File: config.mk
export PLATFORM = sky130hd
export DESIGN_NAME = qenc_poscnt
export DESIGN_NICKNAME = d
export VERILOG_FILES = /design/src/rtl/qenc_pkg.sv /design/src/rtl/qenc_sync.sv /design/src/rtl/qenc_decode.sv /design/src/rtl/qenc_count.sv /design/src/rtl/qenc_flags.sv /design/src/rtl/qenc_poscnt.sv
export SDC_FILE = /design/constraint.sdc
export NUM_CORES = 1
export LEC_CHECK = 0
export CORE_AREA = 2 2 136 112
export CTS_CLUSTER_SIZE = 20
export DETAILED_ROUTE_END_ITERATION = 7
export DIE_AREA = 0 0 138 114
export PLACE_DENSITY_LB_ADDON = 0.25
export SYNTH_ARGS = -nofsm -noshare
export SYNTH_HDL_FRONTEND = slang
export SYNTH_SLANG_ARGS = --single-unit
File: constraint.sdc
create_clock -name clk -period 2.9 [get_ports clk]
set_input_delay 0.58 -clock clk [delete_from_list [all_inputs] [get_ports clk]]
set_output_delay 0.58 -clock clk [all_outputs]
set_load 0.01 [all_outputs]
File: src/rtl/qenc_pkg.sv
package qenc_pkg;

   typedef enum logic [1:0] {
      SRC_QUAD = 2'd0,
      SRC_PDIR = 2'd1,
      SRC_UP   = 2'd2,
      SRC_DOWN = 2'd3
   } src_e;

   // register word addresses
   localparam int A_POS  = 0;
   localparam int A_CEIL = 1;
   localparam int A_DEC  = 2;
   localparam int A_MAIN = 3;
   localparam int A_IE   = 4;
   localparam int A_FLAG = 5;
   localparam int A_CLR  = 6;

   // bit positions software depends on
   localparam int B_SRC_HI = 15;
   localparam int B_SRC_LO = 14;
   localparam int B_BOTH   = 11;
   localparam int B_RUN    = 3;
   localparam int B_OVF    = 6;
   localparam int B_UNF    = 5;
   localparam int B_GLB    = 0;

   // internal flag vector indices
   localparam int F_UNF = 0;
   localparam int F_OVF = 1;
   localparam int N_FLAG = 2;

endpackage

File: src/rtl/qenc_sync.sv
module qenc_sync #(
   parameter int STAGES = 2,
   parameter int WIDTH  = 2
) (
   input  logic             clk,
   input  logic             rst_n,
   input  logic [WIDTH-1:0] d,
   output logic [WIDTH-1:0] q
);

   if (STAGES < 2) begin : g_bad_stages
      $error("qenc_sync: STAGES must be at least 2");
   end

   for (genvar g = 0; g < WIDTH; g++) begin : g_bit
      logic [STAGES-1:0] chain;
      always_ff @(posedge clk or negedge rst_n) begin
         if (!rst_n) chain <= '0;
         else        chain <= {chain[STAGES-2:0], d[g]};
      end
      assign q[g] = chain[STAGES-1];
   end

endmodule

File: src/rtl/qenc_decode.sv
module qenc_decode
   import qenc_pkg::*;
(
   input  logic clk,
   input  logic rst_n,
   input  logic a_s,
   input  logic b_s,
   input  src_e src,
   input  logic both_edge,
   output logic step_up,
   output logic step_dn
);

   logic a_prev, b_prev;
   logic a_chg, b_chg, a_rise, a_hit;

   always_ff @(posedge clk or negedge rst_n) begin
      if (!rst_n) begin
         a_prev <= 1'b0;
         b_prev <= 1'b0;
      end else begin
         a_prev <= a_s;
         b_prev <= b_s;
      end
   end

   assign a_chg  = a_s ^ a_prev;
   assign b_chg  = b_s ^ b_prev;
   assign a_rise = a_s & ~a_prev;
   assign a_hit  = both_edge ? a_chg : a_rise;

   always_comb begin
      step_up = 1'b0;
      step_dn = 1'b0;
      unique case (src)
         SRC_QUAD: begin
            // exactly one line moved; a joint change is dropped
            if (a_chg ^ b_chg) begin
               if (a_s ^ b_prev) step_up = 1'b1;
               else              step_dn = 1'b1;
            end
         end
         SRC_PDIR: begin
            if (a_rise) begin
               if (b_s) step_up = 1'b1;
               else     step_dn = 1'b1;
            end
         end
         SRC_UP:   step_up = a_hit;
         SRC_DOWN: step_dn = a_hit;
         default: ;
      endcase
   end

endmodule

File: src/rtl/qenc_count.sv
module qenc_count #(
   parameter int CNT_W = 32
) (
   input  logic             clk,
   input  logic             rst_n,
   input  logic             run,
   input  logic             step_up,
   input  logic             step_dn,
   input  logic             ld,
   input  logic [CNT_W-1:0] ld_val,
   input  logic [CNT_W-1:0] ceil,
   output logic [CNT_W-1:0] pos,
   output logic             ovf_evt,
   output logic             unf_evt
);

   logic [CNT_W-1:0] nxt;

   always_comb begin
      nxt     = pos;
      ovf_evt = 1'b0;
      unf_evt = 1'b0;
      if (ld) begin
         nxt = ld_val;
      end else if (run && step_up) begin
         if (pos >= ceil) begin
            nxt     = '0;
            ovf_evt = 1'b1;
         end else begin
            nxt = pos + CNT_W'(1);
         end
      end else if (run && step_dn) begin
         if (pos == '0) begin
            nxt     = ceil;
            unf_evt = 1'b1;
         end else begin
            nxt = pos - CNT_W'(1);
         end
      end
   end

   always_ff @(posedge clk or negedge rst_n) begin
      if (!rst_n) pos <= '0;
      else        pos <= nxt;
   end

endmodule

File: src/rtl/qenc_flags.sv
module qenc_flags #(
   parameter int NF = 2
) (
   input  logic          clk,
   input  logic          rst_n,
   input  logic [NF-1:0] set,
   input  logic [NF-1:0] clr,
   input  logic [NF-1:0] ie,
   input  logic          clr_glb,
   output logic [NF-1:0] flags,
   output logic          glob
);

   logic [NF-1:0] nxt;

   for (genvar g = 0; g < NF; g++) begin : g_flag
      // event beats clear in the same cycle
      assign nxt[g] = (flags[g] & ~clr[g]) | set[g];
      always_ff @(posedge clk or negedge rst_n) begin
         if (!rst_n) flags[g] <= 1'b0;
         else        flags[g] <= nxt[g];
      end
   end

   always_ff @(posedge clk or negedge rst_n) begin
      if (!rst_n) glob <= 1'b0;
      else        glob <= (glob & ~clr_glb) | (|(nxt & ie));
   end

endmodule

File: src/rtl/qenc_poscnt.sv
module qenc_poscnt
   import qenc_pkg::*;
#(
   parameter int CNT_W       = 32,
   parameter int CTL_W       = 16,
   parameter int SYNC_STAGES = 2,
   parameter int ADDR_W      = 3
) (
   input  logic              clk,
   input  logic              rst_n,
   input  logic              enc_a,
   input  logic              enc_b,
   input  logic              reg_we,
   input  logic [ADDR_W-1:0] reg_addr,
   input  logic [CNT_W-1:0]  reg_wdata,
   output logic [CNT_W-1:0]  reg_rdata,
   output logic              irq_o
);

   if (CTL_W < 16) begin : g_bad_ctl
      $error("qenc_poscnt: CTL_W must be at least 16");
   end
   if (CNT_W < CTL_W) begin : g_bad_cnt
      $error("qenc_poscnt: CNT_W must be at least CTL_W");
   end
   if (ADDR_W < 3) begin : g_bad_addr
      $error("qenc_poscnt: ADDR_W must be at least 3");
   end

   logic [1:0]       ab_s;
   logic             step_up, step_dn;
   logic [CNT_W-1:0] pos_q, ceil_q;
   src_e             src_q;
   logic             both_q, cnt_en;
   logic [N_FLAG-1:0] ie_q, flag_q, flag_set, flag_clr;
   logic             glob;
   logic             ovf_evt, unf_evt;
   logic             ld_pos, clr_glb, clr_ovf;
   logic             ovf_flag, unf_flag, ovf_ie;

   function automatic logic hit(input logic [ADDR_W-1:0] a, input int w);
      return a == ADDR_W'(w);
   endfunction

   qenc_sync #(.STAGES(SYNC_STAGES), .WIDTH(2)) u_sync (
      .clk(clk), .rst_n(rst_n), .d({enc_b, enc_a}), .q(ab_s)
   );

   qenc_decode u_dec (
      .clk(clk), .rst_n(rst_n), .a_s(ab_s[0]), .b_s(ab_s[1]),
      .src(src_q), .both_edge(both_q),
      .step_up(step_up), .step_dn(step_dn)
   );

   assign ld_pos = reg_we && hit(reg_addr, A_POS);

   qenc_count #(.CNT_W(CNT_W)) u_cnt (
      .clk(clk), .rst_n(rst_n), .run(cnt_en),
      .step_up(step_up), .step_dn(step_dn),
      .ld(ld_pos), .ld_val(reg_wdata), .ceil(ceil_q),
      .pos(pos_q), .ovf_evt(ovf_evt), .unf_evt(unf_evt)
   );

   // configuration registers
   always_ff @(posedge clk or negedge rst_n) begin
      if (!rst_n) begin
         ceil_q <= '1;
         src_q  <= SRC_QUAD;
         both_q <= 1'b0;
         cnt_en <= 1'b0;
         ie_q   <= '0;
      end else if (reg_we) begin
         if (hit(reg_addr, A_CEIL)) ceil_q <= reg_wdata;
         if (hit(reg_addr, A_DEC)) begin
            src_q  <= src_e'(reg_wdata[B_SRC_HI:B_SRC_LO]);
            both_q <= reg_wdata[B_BOTH];
         end
         if (hit(reg_addr, A_MAIN)) cnt_en <= reg_wdata[B_RUN];
         if (hit(reg_addr, A_IE)) begin
            ie_q[F_OVF] <= reg_wdata[B_OVF];
            ie_q[F_UNF] <= reg_wdata[B_UNF];
         end
      end
   end

   assign clr_glb           = reg_we && hit(reg_addr, A_CLR) && reg_wdata[B_GLB];
   assign clr_ovf           = reg_we && hit(reg_addr, A_CLR) && reg_wdata[B_OVF];
   assign flag_clr[F_OVF]   = clr_ovf;
   assign flag_clr[F_UNF]   = reg_we && hit(reg_addr, A_CLR) && reg_wdata[B_UNF];
   assign flag_set[F_OVF]   = ovf_evt;
   assign flag_set[F_UNF]   = unf_evt;

   qenc_flags #(.NF(N_FLAG)) u_flags (
      .clk(clk), .rst_n(rst_n), .set(flag_set), .clr(flag_clr),
      .ie(ie_q), .clr_glb(clr_glb), .flags(flag_q), .glob(glob)
   );

   assign ovf_flag = flag_q[F_OVF];
   assign unf_flag = flag_q[F_UNF];
   assign ovf_ie   = ie_q[F_OVF];
   assign irq_o    = glob;

   always_comb begin
      reg_rdata = '0;
      if (hit(reg_addr, A_POS)) reg_rdata = pos_q;
      else if (hit(reg_addr, A_CEIL)) reg_rdata = ceil_q;
      else if (hit(reg_addr, A_DEC)) begin
         reg_rdata[B_SRC_HI:B_SRC_LO] = src_q;
         reg_rdata[B_BOTH]            = both_q;
      end else if (hit(reg_addr, A_MAIN)) reg_rdata[B_RUN] = cnt_en;
      else if (hit(reg_addr, A_IE)) begin
         reg_rdata[B_OVF] = ie_q[F_OVF];
         reg_rdata[B_UNF] = ie_q[F_UNF];
      end else if (hit(reg_addr, A_FLAG)) begin
         reg_rdata[B_OVF] = ovf_flag;
         reg_rdata[B_UNF] = unf_flag;
         reg_rdata[B_GLB] = glob;
      end
   end

endmodule

==> metrics.txt <==
outcome=finished clean; setup repair after global routing missed its margin=yes; clock-pin slew reported for the worst setup and hold paths after clock tree synthesis=0.06 ns; Total Power=6.75 mW; EDFF count, synth=0; number of levels in the clock H-tree=3; placed wire-length estimate=15900 µm; Max Root-Sink Buffers=2; Hold Worst Slack=0.216 ns; pre-CTS worst setup slack=-0.246 ns; min setup slack post-route=0.0000131 ns; clk_skew=0.00573 ns; leakage power figure=3.45 nW; commonest non-fill, non-tap cell in the layout=sky130_fd_sc_hd__buf_4; number of antenna violations at the first check in global routing=0; starting DRC count in detailed routing=786; Routed WL per cell=20.4 µm; #FFs+latches synth=79; Rows=40; horizontal extent of the die=138 µm; data required time at the worst endpoint=3.13 ns; clock buffer count from CTS=9; overall routing resource usage=0.288; number of port buffers=72; Boundary Pins=73; startpoint-to-endpoint class of the critical path=reg -> reg; Antenna Violating Nets Remaining=0; drc violations=0; core area=14500 µm²; routed via count=6734; cell type with the highest aggregate area in the netlist=sky130_fd_sc_hd__dfrtp_1; final number of max-transition violations=0; Via density=6.09; area of the multi-input gates=4160 µm²; top cells by area, synth=sky130_fd_sc_hd__dfrtp_1 19%, sky130_fd_sc_hd__dfstp_2 13%, sky130_fd_sc_hd__ha_1 6.9%, sky130_fd_sc_hd__nand2_1 5.3%, sky130_fd_sc_hd__o21ai_0 3.9%; number of maximum-capacitance violations=0; Gate Count Post-Synth=776; cell count of the worst reg-to-reg path=8; GRT overflow=0; Chip Height=114 µm; initial core utilization=0.436; Layout fillers=1283; final layout net count=987; top cell type's share of synthesized area=0.186; Hold Vio Cnt, Final=0; area of the die=15700 µm²; commonest non-fill, non-tap cells in the layout=103 x sky130_fd_sc_hd__buf_4, 85 x sky130_fd_sc_hd__nand2_1, 68 x sky130_fd_sc_hd__clkdlybuf4s50_1; first-pass GRT wire length=35600 µm; First-pass DRT Iterations=7; critical path fanouts, max=17; Cell Area, Synth=6330 µm²; largest voltage drop on the vdd net=392 µV; Inserted Diodes=0; Slew HR=0.549; net count after synthesis=851; Area growth syn-to-layout=35.8%; TritonCTS clock tree=yes; kind of start point of the critical path=register; sequential cell area in the final layout=2020 µm²; share of layout cells above drive strength 1=0.258; Num Clock Sinks=79; setup TNS=0 ns; sequential cell area fraction in the yosys report=0.319; final critical-path share of the clock period=1.00; fmax=0.345 GHz; root buffer cell=sky130_fd_sc_hd__clkbuf_16; Tightest Pin Transition=0.676 ns; Hold Crit Class=in -> async; maximum number of pins on one net before global-route repair=43; share of synthesized registers carrying an async set or reset=1.00; final wirelength=22500 µm; final critical path time including I/O delays and setup=2.90 ns; library cells used by synthesis=76; power density of the placed cells=785 nW/µm²; Post-Synthesis Mean Instance Area=8.15 µm²; number of global-route vias before repair=6392; CP arrival=3.13 ns; Clk Latency, worst-skew pair=0.36 ns; kind of capture point of the worst setup path=register; final count of negative-setup-slack endpoints=0; Yosys warnings=0; Post-synth top flop=sky130_fd_sc_hd__dfrtp_1; Routability Congestion=0.970
-- cell families after synthesis --
kind of cell,Yosys count,share of synthesized area
adders and majority gates,35,0.0692
DFF,79,0.319
buffers and inverters,109,0.0700
xor gates and xnor gates,35,0.0484
AOI/OAI and AO/OA,220,0.238
muxes,20,0.0382
and+or+nand+nor,278,0.218
-- final cells by class --
| cell class | count | area share |
|---|---|---|
| clock buffer | 10 | 0.0266 |
| inverter | 44 | 0.0192 |
| tap | 189 | 0.0275 |
| timing repair buffer | 190 | 0.198 |
| sequential | 79 | 0.235 |
| multi-input combinational | 588 | 0.483 |
| clock inverter | 6 | 0.00990 |
-- through the flow --
step	area, µm²	cells	utilization
finish	8590	1106	0.592
global route	8590	1106	0.592
CTS	8320	1105	0.573
detailed placement	7910	1085	0.545
global placement	7910	1085	0.545
floorplan	6340	776	-
-- cell usage after synthesis (all sizes together), types with 27 or more instances --
library cell / n
nand2: 91
a22o: 27
dfrtp: 47
clkbuf: 52
o21ai: 52
inv: 44
a21oi: 36
xnor2: 27
ha: 35
dfstp: 32
nor2: 52
nand3: 28
-- what timing repair did --
item / in CTS / in global routing
setup endpoints to repair: 64 / 57
setup buffers: 1 / 0
hold buffers: 0 / 0
gates cloned: 3 / 1
pin swaps: 7 / 17
gates resized for setup: 24 / 51
endpoints found under the hold margin: 0 / 0
-- layer usage --
metal / GRT usage / up-vias / part of all wire
met3: 0.0668 / 44 / 0.089
met5: 0 / - / 0
li1: - / 3110 / -
met4: 0.0884 / 0 / 0.019
met1: 0.418 / 3280 / 0.46
met2: 0.426 / 300 / 0.43
-- report_power, final --
| part | internal [mW] | total [mW] | switching [mW] | leakage, nW |
|---|---|---|---|---|
| Combinational | 1.74 | 3.66 | 1.91 | 2.40 |
| Sequential | 1.50 | 1.85 | 0.353 | 0.895 |
| Clock | 0.751 | 1.24 | 0.490 | 0.148 |
| Total | 3.99 | 6.75 | 2.76 | 3.45 |
-- worst paths after layout --
kind                                                           end  slack (ns)                          startpoint
max in group asynchronous                   ceil_q[16]$_DFFE_PN1P_        1.99                               rst_n
worst max register to register           u_cnt.pos[13]$_DFFE_PN0P_     0.00001           u_cnt.pos[18]$_DFFE_PN0P_
min in group clk                u_sync.g_bit[1].chain[1]$_DFF_PN0_        0.35  u_sync.g_bit[1].chain[0]$_DFF_PN0_
worst min-delay path                    u_flags.flags[0]$_DFF_PN0_        0.22                               rst_n
worst max-delay path                     u_cnt.pos[13]$_DFFE_PN0P_     0.00001           u_cnt.pos[18]$_DFFE_PN0P_
worst min register to register  u_sync.g_bit[1].chain[1]$_DFF_PN0_        0.35  u_sync.g_bit[1].chain[0]$_DFF_PN0_
-- critical path: stages, from the launching register on --
cell and delay (ns):
sky130_fd_sc_hd__dfrtp_1 0.42, sky130_fd_sc_hd__or4_4 0.60, sky130_fd_sc_hd__or4_4 0.44, sky130_fd_sc_hd__or4b_4 0.57
sky130_fd_sc_hd__buf_6 0.21, sky130_fd_sc_hd__nor2_1 0.10, sky130_fd_sc_hd__a21oi_1 0.06, sky130_fd_sc_hd__a221oi_2 0.27
sky130_fd_sc_hd__o211ai_1 0.10
-- sequential cells by signal, indices dropped and copies added, names as in the netlist --
signal              count
src_q                   2
u_dec.b_prev            1
u_flags.flags           2
u_dec.a_prev            1
ie_q                    2
cnt_en                  1
u_sync.g_bit.chain      4
ceil_q                 32
u_flags.glob            1
both_q                  1
u_cnt.pos              32
Note: power is estimated with default switching activity, not from simulation.
